File: src/rtl/bus_err_pkg.sv
package bus_err_pkg;
    localparam int unsigned REG_W = 32;

    localparam int BIT_APAR  = 10;
    localparam int BIT_SERR  = 9;
    localparam int BIT_MPERR = 8;
    localparam int BIT_TPERR = 7;
    localparam int BIT_NORSP = 6;
    localparam int BIT_TABT  = 5;

    localparam logic [REG_W-1:0] ERR_FIELD_MASK = 32'h0000_07E0;

    localparam logic [1:0] OFS_STATUS  = 2'd0;
    localparam logic [1:0] OFS_DISABLE = 2'd1;
    localparam logic [1:0] OFS_CAPADDR = 2'd2;
    localparam logic [1:0] OFS_CAPINFO = 2'd3;

    localparam int INFO_VALID_BIT = 31;
    localparam int INFO_CMD_LSB   = 16;
    localparam int CMD_W          = 4;

    typedef enum logic {
        CAP_ARMED = 1'b0,
        CAP_HELD  = 1'b1
    } cap_state_e;
endpackage

File: src/rtl/err_detect.sv
module err_detect
    import bus_err_pkg::*;
(
    input  logic             serr_i,
    input  logic             perr_i,
    input  logic             data_par_err_i,
    input  logic             devsel_timeout_i,
    input  logic             target_abort_i,
    input  logic             addr_par_err_i,
    input  logic             is_initiator_i,
    input  logic             is_write_i,
    output logic [REG_W-1:0] ev_o
);
    always_comb begin
        ev_o = '0;
        ev_o[BIT_APAR]  = addr_par_err_i;
        ev_o[BIT_SERR]  = serr_i;
        ev_o[BIT_MPERR] = is_initiator_i &
                          ((perr_i & is_write_i) | (data_par_err_i & ~is_write_i));
        ev_o[BIT_TPERR] = ~is_initiator_i &
                          ((perr_i & ~is_write_i) | (data_par_err_i & is_write_i));
        ev_o[BIT_NORSP] = is_initiator_i & devsel_timeout_i;
        ev_o[BIT_TABT]  = is_initiator_i & target_abort_i;
    end
endmodule

File: src/rtl/err_status.sv
module err_status
    import bus_err_pkg::*;
(
    input  logic             clk,
    input  logic             rst_n,
    input  logic [REG_W-1:0] ev_i,
    input  logic [REG_W-1:0] clr_i,
    output logic [REG_W-1:0] status_o
);
    logic [REG_W-1:0] status_q;

    always_ff @(posedge clk) begin
        if (!rst_n) status_q <= '0;
        else        status_q <= ((status_q & ~clr_i) | ev_i) & ERR_FIELD_MASK;
    end

    assign status_o = status_q;

    // bits not cleared stay set
    assert_sticky_R7: assert property (@(posedge clk) disable iff (!rst_n)
        1'b1 |=> ((status_q & $past(status_q & ~clr_i)) == $past(status_q & ~clr_i)));

    // an event in the current cycle is set next cycle even under clear
    assert_event_wins_R7: assert property (@(posedge clk) disable iff (!rst_n)
        1'b1 |=> ((status_q & $past(ev_i & ERR_FIELD_MASK)) == $past(ev_i & ERR_FIELD_MASK)));
endmodule

File: src/rtl/err_capture.sv
module err_capture
    import bus_err_pkg::*;
#(
    parameter int unsigned ADDR_W = 32
) (
    input  logic              clk,
    input  logic              rst_n,
    input  logic [REG_W-1:0]  ev_i,
    input  logic [REG_W-1:0]  disable_i,
    input  logic              rearm_i,
    input  logic [ADDR_W-1:0] addr_i,
    input  logic [CMD_W-1:0]  cmd_i,
    output logic              valid_o,
    output logic [ADDR_W-1:0] addr_o,
    output logic [CMD_W-1:0]  cmd_o,
    output logic [REG_W-1:0]  type_o
);
    cap_state_e state_q, state_d;
    logic [REG_W-1:0]  cand, pick;
    logic [ADDR_W-1:0] addr_q;
    logic [CMD_W-1:0]  cmd_q;
    logic [REG_W-1:0]  type_q;
    logic              catch_now;

    assign cand = ev_i & ~disable_i & ERR_FIELD_MASK;

    // highest set index wins
    always_comb begin
        pick = '0;
        for (int i = 0; i < REG_W; i++) begin
            if (cand[i]) begin
                pick    = '0;
                pick[i] = 1'b1;
            end
        end
    end

    always_ff @(posedge clk) begin
        if (!rst_n) state_q <= CAP_ARMED;
        else        state_q <= state_d;
    end

    always_comb begin
        state_d   = state_q;
        catch_now = 1'b0;
        unique case (state_q)
            CAP_ARMED: if (|cand) begin
                state_d   = CAP_HELD;
                catch_now = 1'b1;
            end
            CAP_HELD: if (rearm_i) state_d = CAP_ARMED;
            default: state_d = CAP_ARMED;
        endcase
    end

    always_ff @(posedge clk) begin
        if (!rst_n) begin
            addr_q <= '0;
            cmd_q  <= '0;
            type_q <= '0;
        end else if (catch_now) begin
            addr_q <= addr_i;
            cmd_q  <= cmd_i;
            type_q <= pick;
        end
    end

    assign valid_o = (state_q == CAP_HELD);
    assign addr_o  = addr_q;
    assign cmd_o   = cmd_q;
    assign type_o  = type_q;

    assert_frozen_R9: assert property (@(posedge clk) disable iff (!rst_n)
        (state_q == CAP_HELD) |=> ($stable(addr_q) && $stable(cmd_q) && $stable(type_q)));

    assert_no_disabled_catch_R10: assert property (@(posedge clk) disable iff (!rst_n)
        $rose(valid_o) |-> ((type_q & $past(disable_i)) == '0));

    assert_single_type_R12: assert property (@(posedge clk) disable iff (!rst_n)
        valid_o |-> $onehot(type_q));
endmodule

File: src/rtl/bus_err_monitor.sv
module bus_err_monitor
    import bus_err_pkg::*;
#(
    parameter int unsigned ADDR_W = 32
) (
    input  logic              clk,
    input  logic              rst_n,
    input  logic              serr_i,
    input  logic              perr_i,
    input  logic              data_par_err_i,
    input  logic              devsel_timeout_i,
    input  logic              target_abort_i,
    input  logic              addr_par_err_i,
    input  logic              is_initiator_i,
    input  logic              is_write_i,
    input  logic [ADDR_W-1:0] bus_addr_i,
    input  logic [3:0]        bus_cmd_i,
    input  logic [1:0]        reg_addr_i,
    input  logic              reg_we_i,
    input  logic [31:0]       reg_wdata_i,
    output logic [31:0]       reg_rdata_o,
    output logic [31:0]       status_o,
    output logic [ADDR_W-1:0] cap_addr_o,
    output logic [31:0]       cap_info_o,
    output logic              cap_valid_o,
    output logic              irq_o
);
    logic [REG_W-1:0] ev, clr, status, disable_q, cap_type;
    logic [CMD_W-1:0] cap_cmd;
    logic             rearm;

    assign clr   = (reg_we_i && reg_addr_i == OFS_STATUS) ? reg_wdata_i : '0;
    assign rearm = reg_we_i && reg_addr_i == OFS_CAPINFO && reg_wdata_i[INFO_VALID_BIT];

    always_ff @(posedge clk) begin
        if (!rst_n)                                        disable_q <= '0;
        else if (reg_we_i && reg_addr_i == OFS_DISABLE)    disable_q <= reg_wdata_i & ERR_FIELD_MASK;
    end

    err_detect u_detect (
        .serr_i, .perr_i, .data_par_err_i, .devsel_timeout_i, .target_abort_i,
        .addr_par_err_i, .is_initiator_i, .is_write_i, .ev_o(ev)
    );

    err_status u_status (
        .clk, .rst_n, .ev_i(ev), .clr_i(clr), .status_o(status)
    );

    err_capture #(.ADDR_W(ADDR_W)) u_capture (
        .clk, .rst_n, .ev_i(ev), .disable_i(disable_q), .rearm_i(rearm),
        .addr_i(bus_addr_i), .cmd_i(bus_cmd_i), .valid_o(cap_valid_o),
        .addr_o(cap_addr_o), .cmd_o(cap_cmd), .type_o(cap_type)
    );

    always_comb begin
        cap_info_o = cap_type;
        cap_info_o[INFO_VALID_BIT] = cap_valid_o;
        cap_info_o[INFO_CMD_LSB +: CMD_W] = cap_cmd;
    end

    assign status_o = status;
    assign irq_o    = |status;

    always_comb begin
        reg_rdata_o = '0;
        unique case (reg_addr_i)
            OFS_STATUS:  reg_rdata_o = status;
            OFS_DISABLE: reg_rdata_o = disable_q;
            OFS_CAPADDR: reg_rdata_o = REG_W'(cap_addr_o);
            OFS_CAPINFO: reg_rdata_o = cap_info_o;
            default:     reg_rdata_o = '0;
        endcase
    end

    assert_serr_sets_R3: assert property (@(posedge clk) disable iff (!rst_n)
        serr_i |=> status_o[BIT_SERR]);

    assert_irq_tracks_R13: assert property (@(posedge clk) disable iff (!rst_n)
        (status_o != '0) |-> irq_o);
endmodule

File: config.mk
export PLATFORM = sky130hd
export DESIGN_NAME = bus_err_monitor
export DESIGN_NICKNAME = d
export VERILOG_FILES = /design/src/rtl/bus_err_pkg.sv /design/src/rtl/err_detect.sv /design/src/rtl/err_status.sv /design/src/rtl/err_capture.sv /design/src/rtl/bus_err_monitor.sv
export SDC_FILE = /design/constraint.sdc
export NUM_CORES = 1
export LEC_CHECK = 0
export ABC_AREA = 0
export BUFFER_PORTS_ARGS = -buffer_cell sky130_fd_sc_hd__buf_2
export CAP_MARGIN = 20
export CORE_UTILIZATION = 45
export CTS_CLUSTER_DIAMETER = 200
export DETAILED_ROUTE_END_ITERATION = 12
export GPL_ROUTABILITY_DRIVEN = 0
export HOLD_SLACK_MARGIN = 0.08
export PLACE_DENSITY = 0.87
export SETUP_SLACK_MARGIN = 0.3
export SLEW_MARGIN = 20
export SYNTH_ARGS = -nofsm -noshare
export SYNTH_HDL_FRONTEND = slang
export SYNTH_SLANG_ARGS = --single-unit
File: constraint.sdc
create_clock -name clk -period 2.8 [get_ports clk]
set_input_delay 0.42 -clock clk [delete_from_list [all_inputs] [get_ports clk]]
set_output_delay 0.42 -clock clk [all_outputs]
set_load 0.02 [all_outputs]
Word level (Yosys, flattened, before mapping)
Cells that the tools add are included.
{"block": "totals", "out_inout_bits": 130, "in_bits": 81, "elab_cells": 46, "regBits": 80}
{"block": "classes", "bitwise_logic": 18, "eq_ne": 3, "n_mux": 12, "n_reduce_logical": 7}
{"operator": "$pmux 32 s4", "count": 1}
{"operator": "$mux 31", "count": 3}
{"operator": "$reduce_or 32->1", "count": 1}
{"operator": "$and 11x11->11", "count": 2}
{"operator": "$not 11->11", "count": 2}
{"operator": "$mux 11", "count": 1}
{"operator": "$or 11x11->11", "count": 1}
{"operator": "$and 1x1->1", "count": 8}
{"operator": "$mux 8", "count": 1}
{"operator": "$mux 7", "count": 1}
{"operator": "$mux 6", "count": 1}
{"operator": "$reduce_or 6->1", "count": 1}
{"operator": "$eq 2x2->1 const B", "count": 2}
{"operator": "$logic_and 1x1->1", "count": 4}
{"operator": "$mux 1", "count": 3}
{"operator": "$not 1->1", "count": 3}
{"operator": "$eq 2x1->1 const B", "count": 1}
{"operator": "$logic_not 2->1", "count": 1}
{"operator": "$or 1x1->1", "count": 2}
{"operator": "$pmux 1 s2", "count": 1}

Longest topological paths before layout
{"block": "logic_depth", "word_depth": 11, "mapped_depth": 6, "depth_no_buf": 4}

Cells and area by module
From an unflattened synthesis, not the netlist that was laid out.
{"block": "hier_totals", "hier_cells": 556, "area_unflattened_um2": 5296.3}
{"mod": "err_capture", "area_each_um2": 3179.3, "seq_area_each_um2": 860.8, "cells_per_inst": 338, "instances": 1}
{"mod": "bus_err_monitor", "area_each_um2": 1413.9, "seq_area_each_um2": 120.1, "cells_per_inst": 138, "instances": 1}
{"mod": "err_status", "area_each_um2": 446.7, "seq_area_each_um2": 120.1, "cells_per_inst": 45, "instances": 1}
{"mod": "err_detect", "area_each_um2": 256.5, "seq_area_each_um2": 0.0, "cells_per_inst": 35, "instances": 1}

Least setup slack after synthesis
Ideal clock, no wire load.
{"block": "synth_path", "path_kind": "input port to output port", "from": "in reg_addr_i[0]", "to": "out reg_rdata_o[16]", "required_time_ns": 2.380, "path_stages": 4, "t_arrival_ns": 1.489, "path_buffers": 2, "slack_ns": 0.891, "cell_sequence": "clkbuf_1 > buf_1 > mux2i_1 > nor2b_1"}
{"block": "synth_between", "elab_chain_cells": 2, "elab_cells_between_ends": 5, "cone_classes": "3 x eq/ne; 1 x mux; 1 x reduce/logical"}
{"item": "from (decl)", "line": "bus_err_monitor.sv:18", "source": "input logic [1:0] reg_addr_i,"}
{"item": "$eq 2x2->1 (tied with other cells)", "line": "bus_err_monitor.sv:66", "source": "unique case (reg_addr_i)"}
{"item": "$pmux 32 s4 *", "line": "bus_err_monitor.sv:66"}
{"item": "to (decl)", "line": "bus_err_monitor.sv:21", "source": "output logic [31:0] reg_rdata_o,"}
Mark *: on every way between the ends. The rest lies on a longest branch, timed or not.

Final worst setup path
{"block": "layout_path", "from": "in reg_addr_i[0]", "to": "out reg_rdata_o[10]"}
Same word-level chain as after synthesis.

==> results.cfg <==
[clocking]
cts_resized = 0
ctsHtreeMaxLevel = 2
tritoncts.num_buffers = 5
cts_buffer_depth = 2
clk_pin_slew_ns = 0.09
cts_tree = yes
cts_num_sinks = 55
post_cts_buffers = 0
ctsRootBufferMaster = clkbuf_8
postCtsHoldBufs = 0
clk_latency_ns = 0.30

[hold_path]
min_to = u_status.status_o[9]
hold_path_startpoint = serr_i
whs_path_depth = 3
hold_class = in2reg

[critical_path]
crit_type = in2out
critical_path_depth = 3
reg2reg_slack_ns = 1.14
arrival_ns = 1.52
crit_top_cell = buf_2
reg2reg_depth = 5
critPathMaxStageDelay_ns = 0.56
rr_startpoint = disable_q[10]
cp_num_buf_inv = 2
crit_chain = buf_2, mux4_2, buf_2
worst_setup_path_end_kind = primary output
path_max_fanout = 15
cp_data_required_time_ns = 2.38
setup.worst_path.start_class = input port
worst_path_dominant_cell_family = multiplexers
reg2reg_to = u_capture.addr_o[5]
cp_slowest_cell = mux4_2

[place]
hpwl_um = 5410
portBuffers = 138

[synth]
synth_common_cells = nand2_1 (85), dfxtp_1 (55), mux2i_1 (50)
synth-adder-area-share_pct = 0
synth_cells = 346
synth-simple-area-share_pct = 21.7
synth_xor_area_share_pct = 0
async_reset_ff_share_pct = 0
synth_top_family_by_area = simple AND/OR/NAND/NOR gates
yosysWarnings = 0
muxShareOfSynthArea_pct = 21.0
synth_edf_count = 0
ys.flop_type = dfxtp_1
synth.ff_latch_count = 55
syn_avg_cell_area_um2 = 8.74
yosysSeqAreaShare_pct = 36.4
yosysUniqueCellTypes = 31
yosysTopAreaCellShare_pct = 36.4
yosys.area.top_type = dfxtp_1
synth_area_leaders = dfxtp_1 (36%), mux2i_1 (17%), buf_4 (12%), nand2_1 (11%), mux4_2 (4.5%)
synth_most_common_cell = nand2_1
synth_area_um2 = 3020
synth_compound_area_share_pct = 4.63

[timing]
fin_crit_sh_pct = 69.2
hold_viol = 0
finalClockSkew_ns = 0.00327
maxSlewViolCount = 0
period_minus_slack_ns = 1.94
setup_tns_ns = 0
max_freq_mhz = 516
rsz0062_at_grt = no
hold_slack_ns = 0.349
worstMarginPinSlew_ns = 0.724
finalSetupViolCount = 0
slew_headroom_pct = 51.7

[grt]
grt_pass1_vias = 2443
grt_first_pass_wirelength_um = 11500
antenna_found_initial = 0
grt_max_degree = 44
track_usage_pct = 20.2
grt_overflow_total = 0

[cells_and_area]
diodes = 0
drive_above_1_share_pct = 33.0
nNetsFinal = 553
syn_to_final_growth_pct = 20.4

[route]
wirelength_um = 7180
num_vias = 2654
route.detailed.drc = 28
drt_iter0_markers = 157
first_pass_iters = 10
ant_nets = 0
avgViaCountPerCell = 4.83
wl_per_cell_um = 13.1

[die]
dieWidth_um = 84.0
core_area_um2 = 6420
die_y_um = 84.0
dieArea_um2 = 7050
rows = 29
start_util_pct = 47.1
floorplan.io_pins = 211

[power_and_ir_drop]
p_leak_uw = 0.00199
peakVddDrop_uv = 224
powerDensity_nw_per_um2 = 506

[outcome]
status = finished with violations
violations = design-rule violations

[run]
drv_cap = 0
cell usage in the layout, fill, tap and decap left out:
cell type,instances
nor2b_1,10
nand4b_1,2
o21a_1,1
a31oi_4,1
nor3_1,2
clkbuf_1,2
nand2_1,85
inv_1,2
and2_1,21
clkbuf_8,5
o221a_2,1
buf_12,2
dfxtp_1,55
o32ai_1,1
conb_1,47
clkinv_2,1
mux4_2,6
buf_2,138
a22oi_1,3
a41oi_1,1
nand4_1,1
nor4_1,2
mux2i_1,50
nand2b_1,2
nor3b_1,1
o32a_1,1
nor2_1,15
a21oi_1,7
o21ai_1,3
buf_4,2
nand3b_1,2
nand3_1,1
power by group:
part / switching, uW / internal (uW) / leakage, uW / total, uW
Combinational: 334 / 192 / 0.00150 / 526
Sequential: 53.5 / 845 / 0.000454 / 899
Clock: 242 / 176 / 0.0000422 / 419
Total: 630 / 1210 / 0.00199 / 1840
how the worst max path moves through the flow:
stage / from / to / slack, ns
6_report: reg_addr_i[0] / reg_rdata_o[10] / 0.86
5_1_grt: reg_addr_i[1] / reg_rdata_o[15] / 0.79
4_1_cts: reg_addr_i[0] / reg_rdata_o[10] / 0.85
3_5_place_dp: reg_addr_i[0] / reg_rdata_o[10] / 0.85
3_3_place_gp: reg_addr_i[0] / reg_rdata_o[10] / 0.85
2_1_floorplan: reg_addr_i[0] / reg_rdata_o[16] / 0.89
state kept, by name, summed over array words and instances (netlist names):
name and cells:
u_capture.addr_o 32, u_capture.cmd_o 4, u_capture.valid_o 1, u_capture.type_o 6, disable_q 6, u_status.status_o 6
metrics by stage:
| step | std cells | cell area, um^2 | utilization (%) | power (uW) | worst slack (ns) |
|---|---|---|---|---|---|
| final | 550 | 3640 | 56.7 | 1840 | 0.861 |
| after CTS | 550 | 3640 | 56.7 | 1860 | 0.855 |
| after detailed placement | 542 | 3560 | 55.4 | 1440 | 0.853 |
| after global routing | 550 | 3640 | 56.7 | 1940 | 0.794 |
| after floorplan | 392 | 3200 | - | 1330 | 0.891 |
| after global placement | 542 | 3560 | 55.4 | 1430 | 0.848 |
metal layers:
layer | up-vias | global-route usage, % | routed length, um
met3 | 9 | 3.86 | 375
met2 | 116 | 36.7 | 3680
met4 | 0 | 5.49 | 83
met1 | 1236 | 24.2 | 3040
met5 | - | 0 | 0
li1 | 1293 | - | -
worst min-delay path, delay by kind of cell:
kind	cells	cell delay, ns
simple gates	1	0.07
compound gates	1	0.04
buf+inv	1	0.09
layout make-up:
type	instances	area [um^2]
fillers	596	2780
multi-input cells	266	1610
flip-flops and latches	55	1100
repair buffers	142	746
well taps	77	96.3
clock buffers	7	76.3
inverters	2	7.51
clock inverters	1	5.00
kinds of logic (layout without fill, tap and decap cells):
logic type	Yosys count	after routing
muxes	56	56
and+or+nand+nor	144	144
buffers and inverters	71	152
DFF	55	55
other	1	47
AOI/OAI and AO/OA	19	19
Power figures use the tool's default switching activity.
